## config.mk

```make
export PLATFORM = sky130hd
export DESIGN_NAME = aud_serial_rx
export DESIGN_NICKNAME = d
export VERILOG_FILES = /design/src/rtl/aud_rx_pkg.sv /design/src/rtl/aud_rx_sync.sv /design/src/rtl/aud_rx_edges.sv /design/src/rtl/aud_rx_capture.sv /design/src/rtl/aud_rx_zero.sv /design/src/rtl/aud_serial_rx.sv
export SDC_FILE = /design/constraint.sdc
export NUM_CORES = 1
export LEC_CHECK = 0
export ABC_CLOCK_PERIOD_IN_PS = 3100
export BUFFER_PORTS_ARGS = -buffer_cell sky130_fd_sc_hd__buf_2
export CELL_PAD_IN_SITES_DETAIL_PLACEMENT = 2
export CELL_PAD_IN_SITES_GLOBAL_PLACEMENT = 2
export CORE_MARGIN = 5
export CORE_UTILIZATION = 26
export DETAILED_ROUTE_END_ITERATION = 16
export PLACE_DENSITY_LB_ADDON = 0.3
export REMOVE_ABC_BUFFERS = 1
export SKIP_LAST_GASP = 1
export SLEW_MARGIN = 20
export SYNTH_ARGS = -nofsm -noshare
export SYNTH_HDL_FRONTEND = slang
export SYNTH_SLANG_ARGS = --single-unit
```

## constraint.sdc

```tcl
create_clock -name clk -period 3.1 [get_ports clk]
set_input_delay 0.465 -clock clk [delete_from_list [all_inputs] [get_ports clk]]
set_output_delay 0.465 -clock clk [all_outputs]
set_load 0.02 [all_outputs]
```

## src/rtl/aud_rx_pkg.sv

```systemverilog
package aud_rx_pkg;

  typedef enum logic {
    CH_RIGHT = 1'b0,
    CH_LEFT  = 1'b1
  } chan_e;

  typedef struct packed {
    logic bit_rise;
    logic bit_val;
    logic frame_rise;
    logic frame_fall;
  } rx_events_t;

endpackage

```

## src/rtl/aud_rx_sync.sv

```systemverilog
module aud_rx_sync #(
  parameter int WIDTH  = 3,
  parameter int STAGES = 2
) (
  input  logic             clk,
  input  logic             rst_n,
  input  logic [WIDTH-1:0] d,
  output logic [WIDTH-1:0] q
);

  generate
    for (genvar b = 0; b < WIDTH; b++) begin : g_bit
      logic [STAGES-1:0] chain;
      always_ff @(posedge clk or negedge rst_n) begin
        if (!rst_n) chain <= '0;
        else        chain <= {chain[STAGES-2:0], d[b]};
      end
      assign q[b] = chain[STAGES-1];
    end
  endgenerate

endmodule

```

## src/rtl/aud_rx_edges.sv

```systemverilog
module aud_rx_edges
  import aud_rx_pkg::*;
#(
  parameter int STAGES = 2
) (
  input  logic       clk,
  input  logic       rst_n,
  input  logic       bclk_s,
  input  logic       lrck_s,
  input  logic       din_s,
  output rx_events_t ev,
  output logic       locked,
  output logic       lrck_lvl
);

  // wait until the synchroniser chain and the history flop hold real input
  localparam int SETTLE = STAGES + 1;
  localparam int SW     = $clog2(SETTLE + 1);

  logic [SW-1:0] settle;
  logic          ready;
  logic          bclk_q;
  logic          lrck_q;

  assign ready = (settle == SW'(SETTLE));

  always_ff @(posedge clk or negedge rst_n) begin
    if (!rst_n) begin
      settle <= '0;
      bclk_q <= 1'b0;
      lrck_q <= 1'b0;
      locked <= 1'b0;
    end else begin
      bclk_q <= bclk_s;
      lrck_q <= lrck_s;
      if (!ready) settle <= settle + 1'b1;
      if (ev.frame_rise) locked <= 1'b1;
    end
  end

  always_comb begin
    ev.bit_rise   = ready & bclk_s & ~bclk_q;
    ev.bit_val    = din_s;
    ev.frame_rise = ready & lrck_s & ~lrck_q;
    ev.frame_fall = ready & ~lrck_s & lrck_q;
  end

  assign lrck_lvl = lrck_s;

  AST_LOCK_BY_RISE: assert property (@(posedge clk) disable iff (!rst_n)
    $rose(locked) |-> $past(ev.frame_rise));

endmodule

```

## src/rtl/aud_rx_capture.sv

```systemverilog
module aud_rx_capture
  import aud_rx_pkg::*;
#(
  parameter int W = 16
) (
  input  logic         clk,
  input  logic         rst_n,
  input  rx_events_t   ev,
  input  logic         locked,
  output logic [W-1:0] left_o,
  output logic [W-1:0] right_o,
  output logic         valid_o,
  output chan_e        chan_o
);

  logic [W-1:0] sr;

  // MSB-first: older bits move toward the top, so the final W bits remain
  function automatic logic [W-1:0] shift_in(input logic [W-1:0] cur, input logic b);
    return {cur[W-2:0], b};
  endfunction

  logic frame_edge;
  assign frame_edge = locked & (ev.frame_rise | ev.frame_fall);

  always_ff @(posedge clk or negedge rst_n) begin
    if (!rst_n) begin
      sr      <= '0;
      left_o  <= '0;
      right_o <= '0;
      valid_o <= 1'b0;
      chan_o  <= CH_RIGHT;
    end else begin
      valid_o <= frame_edge;
      if (ev.bit_rise) sr <= shift_in(sr, ev.bit_val);
      if (frame_edge) begin
        if (ev.frame_fall) begin
          left_o <= sr;
          chan_o <= CH_LEFT;
        end else begin
          right_o <= sr;
          chan_o  <= CH_RIGHT;
        end
      end
    end
  end

  AST_VALID_PULSE: assert property (@(posedge clk) disable iff (!rst_n)
    valid_o |=> !valid_o);
  AST_RIGHT_HELD: assert property (@(posedge clk) disable iff (!rst_n)
    (valid_o && chan_o == CH_LEFT) |-> $stable(right_o));
  AST_LEFT_HELD: assert property (@(posedge clk) disable iff (!rst_n)
    (valid_o && chan_o == CH_RIGHT) |-> $stable(left_o));

endmodule

```

## src/rtl/aud_rx_zero.sv

```systemverilog
module aud_rx_zero #(
  parameter int LIMIT = 16384
) (
  input  logic clk,
  input  logic rst_n,
  input  logic bit_rise,
  input  logic bit_val,
  input  logic frame_rise,
  output logic no_signal
);

  localparam int CW = $clog2(LIMIT + 1);
  localparam logic [CW-1:0] LIM = CW'(LIMIT);

  logic [CW-1:0] cnt;
  logic          one_seen;

  function automatic logic [CW-1:0] run_step(input logic [CW-1:0] c);
    return (c < LIM) ? c + 1'b1 : c;
  endfunction

  assign one_seen = bit_rise & bit_val;

  always_ff @(posedge clk or negedge rst_n) begin
    if (!rst_n) begin
      cnt       <= '0;
      no_signal <= 1'b1;
    end else if (one_seen) begin
      cnt       <= '0;
      no_signal <= 1'b0;
    end else if (frame_rise) begin
      cnt <= run_step(cnt);
      if (run_step(cnt) == LIM) no_signal <= 1'b1;
    end
  end

  AST_COUNT_SAT: assert property (@(posedge clk) disable iff (!rst_n)
    cnt <= LIM);
  AST_FLAG_CLEAR: assert property (@(posedge clk) disable iff (!rst_n)
    one_seen |=> !no_signal);
  AST_FLAG_RISE_ON_FRAME: assert property (@(posedge clk) disable iff (!rst_n)
    $rose(no_signal) |-> $past(frame_rise));

endmodule

```

## src/rtl/aud_serial_rx.sv

```systemverilog
module aud_serial_rx
  import aud_rx_pkg::*;
#(
  parameter int SAMPLE_W    = 16,
  parameter int SYNC_STAGES = 2,
  parameter int ZERO_FRAMES = 16384
) (
  input  logic                clk,
  input  logic                rst_n,
  input  logic                bclk_i,
  input  logic                lrck_i,
  input  logic                sdata_i,
  output logic [SAMPLE_W-1:0] left_o,
  output logic [SAMPLE_W-1:0] right_o,
  output logic                smp_valid_o,
  output logic                smp_is_left_o,
  output logic                no_signal_o
);

  logic [2:0] raw_in;
  logic [2:0] syn;
  rx_events_t ev;
  logic       locked;
  logic       lrck_lvl;
  chan_e      chan;

  assign raw_in = {sdata_i, lrck_i, bclk_i};

  aud_rx_sync #(.WIDTH(3), .STAGES(SYNC_STAGES)) u_sync (
    .clk(clk), .rst_n(rst_n), .d(raw_in), .q(syn)
  );

  aud_rx_edges #(.STAGES(SYNC_STAGES)) u_edges (
    .clk(clk), .rst_n(rst_n),
    .bclk_s(syn[0]), .lrck_s(syn[1]), .din_s(syn[2]),
    .ev(ev), .locked(locked), .lrck_lvl(lrck_lvl)
  );

  aud_rx_capture #(.W(SAMPLE_W)) u_capture (
    .clk(clk), .rst_n(rst_n), .ev(ev), .locked(locked),
    .left_o(left_o), .right_o(right_o), .valid_o(smp_valid_o), .chan_o(chan)
  );

  aud_rx_zero #(.LIMIT(ZERO_FRAMES)) u_zero (
    .clk(clk), .rst_n(rst_n),
    .bit_rise(ev.bit_rise), .bit_val(ev.bit_val), .frame_rise(ev.frame_rise),
    .no_signal(no_signal_o)
  );

  assign smp_is_left_o = (chan == CH_LEFT);

  AST_NO_OUT_UNLOCKED: assert property (@(posedge clk) disable iff (!rst_n)
    !$past(locked) |-> !smp_valid_o);
  AST_TAG_LEVEL: assert property (@(posedge clk) disable iff (!rst_n)
    smp_valid_o |-> (smp_is_left_o != lrck_lvl));

endmodule

```

==> summary.txt <==
Outcome
  • Status: finished clean

Power and ir drop
  • Comb pwr share: between 20% and 30%
  • Maximum vdd ir drop: 386 µV
  • Seq pwr share: 45.6%
  • Design internal power: between 2 and 2.5 mW
  • P_sw: 1.01 mW
  • P_leak: 1.84 nW
  • Sw Share: around a third
  • Proportion of power drawn by the clock network: between 30% and 40%
  • Pwr Density: 825 mW/mm²

Synthesis
  • Top FF cell, synth: dfrtp_1
  • Area contributors post-synth: dfrtp_1, mux2_2, mux2_1, xor2_1, nor2_1
  • Cell Area, Synth: roughly 0.0032 mm²
  • Sequential share of the synthesized area: 59.3%
  • Number of synthesized flops with an enable pin: 0
  • Yosys Warn Count: 0
  • Yosys reg bits: 77
  • Count leader, synth: dfrtp_1
  • Post-synth top cells: dfrtp_1, mux2_2, mux2_1, nor2_1, nand2_1
  • Yosys cell types: 46
  • Mean Syn Cell Area: approximately 13 µm²
  • Post-synth top area share: 58.5%
  • Asr flop ratio synth: 100%
  • Cell count after synthesis: approximately 250
  • Biggest area consumer among synthesized cells: dfrtp_1

Worst setup path
  • Worst flop-to-flop path endpoint: u_zero.no_signal
  • Crit end category: flip-flop
  • CP max-delay cell: or2_2
  • Number of buffer and inverter stages on the critical path: 0
  • Worst r2r path cells: 6
  • Critical Path AT: between 2000 and 2500 ps
  • CP Launch Point: u_edges.settle[0]
  • WP data required: 3360 ps
  • CP Max Fanout: 18
  • Critical path's largest stage delay: ~470 ps
  • Family with the most delay on the worst path: simple AND/OR/NAND/NOR gates
  • FF-to-FF setup slack: between 900 and 1000 ps
  • Critical path class: reg2reg
  • Critical path cell sequence: ha_1, nand3b_2, or2_2, o21ai_0, nor4_1, a32o_2
  • RR Startpoint: u_edges.settle[0]
  • Startpoint Class: flip-flop

Floorplanning
  • Boundary pin count: 40
  • Die height: roughly 120 µm
  • Core area: roughly 0.012 mm²
  • Num rows: 40
  • Die width: 122 µm
  • Initial core utilization: between 20% and 30%
  • Die area: between 0.01 and 0.015 mm²

Clock network
  • Num CTS Buffers: 9
  • Clock tree from TritonCTS: built
  • Clock Latency Late Sink: approximately 330 ps
  • # clock sinks: a little under 80
  • Post_cts resized: 0
  • Post-CTS Setup Inserts: 0
  • Max Root-Sink Buffers: 2
  • Hold_buf cts: 0
  • Clock root cell: clkbuf_16
  • # H-tree levels: 3
  • CTS clk-pin slew, worst paths: roughly 60 ps

Detailed routing
  • Router iterations before antenna repair: 3
  • DR WL/cell: around 16 µm
  • Vias: 2,072
  • Initial drt markers: between 40 and 50
  • Vias per inst: ~4.5
  • Residual DRC: 0
  • WL final: about 7.2 mm
  • DRT antenna net count: 0

STA
  • RSZ-0062 raised after global routing: false
  • Final setup TNS: 0 ps
  • Final hold violations: 0
  • Setup violations, final: 0
  • Slew Limit Headroom: between 50% and 60%
  • Worst-Margin Slew: about 740 ps
  • Maximum clock frequency: between 400 and 500 MHz
  • Fin crit share: roughly two thirds
  • WHS: 146 ps
  • Minimum clock period after layout: ~2100 ps
  • Final worst-path setup slack: a little under 1000 ps
  • Worst-case clock skew: between 6 and 7 ps
  • Max Slew Vio Count: 0

Finish
  • Share of cells above drive strength 1: 32.4%
  • Nets: between 200 and 300
  • Area delta synth->final: 19.8%
  • Layout Utilization: 32.1%
  • Antenna Cells: 0
  • Layout Cells excl Fill: approximately 460
  • Fillcell total: 1,313

GRT
  • Vias in the first global route: 2,373
  • First-pass GRT wire length: 12.3 mm
  • Global Route Usage Sum: between 10% and 20%
  • Antenna violations before repair: 0
  • Grt ovf: 0
  • Largest net degree at the start of global routing: a little under 80

Hold path
  • Hold Crit Class: in2async

Place
  • PortBufs: 39
  • Setup WS pre-CTS: just under 1000 ps
  • Gpl congestion: roughly 0.73
  • Placed cell count: ~440
  • Hpwl dp: between 4 and 5 mm

Flow run
  • Total of max-cap violations: 0
logic make-up after synthesis:
group / count (synthesis) / synth area share [%]
adder cells (fa/ha/maj): 2 / 0.770
flip-flops: 77 / 59.3
AO/OA/AOI/OAI: 16 / 3.23
buffers and inverters: 12 / 2.08
XOR/XNOR: 18 / 4.85
multiplexers: 48 / 16.6
AND/OR/NAND/NOR: 72 / 13.1
flip-flops by register name (all words and copies together), names as in the netlist:
name	flops
u_capture.right_o	16
u_edges.locked	1
u_edges.lrck_q	1
u_edges.bclk_q	1
u_capture.sr	16
u_edges.settle	2
u_zero.cnt	15
u_capture.valid_o	1
u_zero.no_signal	1
u_sync.g_bit.chain	6
u_capture.left_o	16
u_capture.chan_o	1
area by class of cell:
| cell class | count | area (µm²) | area share (%) |
|---|---|---|---|
| well taps | 168 | 210 | 5.40 |
| multi-input cells | 156 | 1250 | 32.2 |
| repair buffers | 40 | 209 | 5.37 |
| clock buffers | 10 | 229 | 5.88 |
| clock inverters | 4 | 51.3 | 1.32 |
| flip-flops and latches | 77 | 1930 | 49.5 |
| inverters | 3 | 11.3 | 0.289 |
cells in the final DEF, fill, tap and decap left out, types with 5 or more instances in the layout:
cell and n:
nand3_1 6, xnor2_1 8, xor2_1 10, buf_2 38, dfrtp_1 76, nor2_1 20
nand2_1 12, clkbuf_16 9, and3_1 5, mux2_1 20, mux2_2 28
power by group through the flow:
| stage | registers [mW] | logic, mW | clock network (mW) |
|---|---|---|---|
| 2_1_floorplan | 1.63 | 0.296 | 0 |
| 4_1_cts | 1.47 | 0.765 | 1.04 |
| 3_5_place_dp | 1.49 | 0.761 | 0 |
| 6_report | 1.46 | 0.742 | 1.01 |
| 5_1_grt | 1.51 | 0.819 | 1.09 |
| 3_3_place_gp | 1.47 | 0.742 | 0 |
how the worst max path moves through the flow:
stage / endpoint / slack (ps) / cells after the start
3_3_place_gp: u_zero.no_signal / 1040 / 6
6_report: u_zero.no_signal / 980 / 6
5_1_grt: u_zero.no_signal / 800 / 6
2_1_floorplan: u_zero.cnt[5] / 1240 / 5
4_1_cts: u_zero.no_signal / 910 / 6
3_5_place_dp: u_zero.no_signal / 960 / 6
stage by stage:
stage	power [mW]	cell area [µm²]
after detailed placement	2.25	3610
after CTS	3.28	3890
after floorplan	1.92	3190
after global placement	2.22	3610
after global routing	3.42	3890
final	3.21	3890
metal layers:
metal | part of all wire (%) | up-vias | track usage [%]
met5 | 0 | - | 0
met4 | 2.0 | 0 | 5.25
li1 | - | 945 | -
met3 | 5.5 | 11 | 3.67
met1 | 44 | 1080 | 13.1
met2 | 48 | 36 | 17.1
Power figures use the tool's default switching activity.
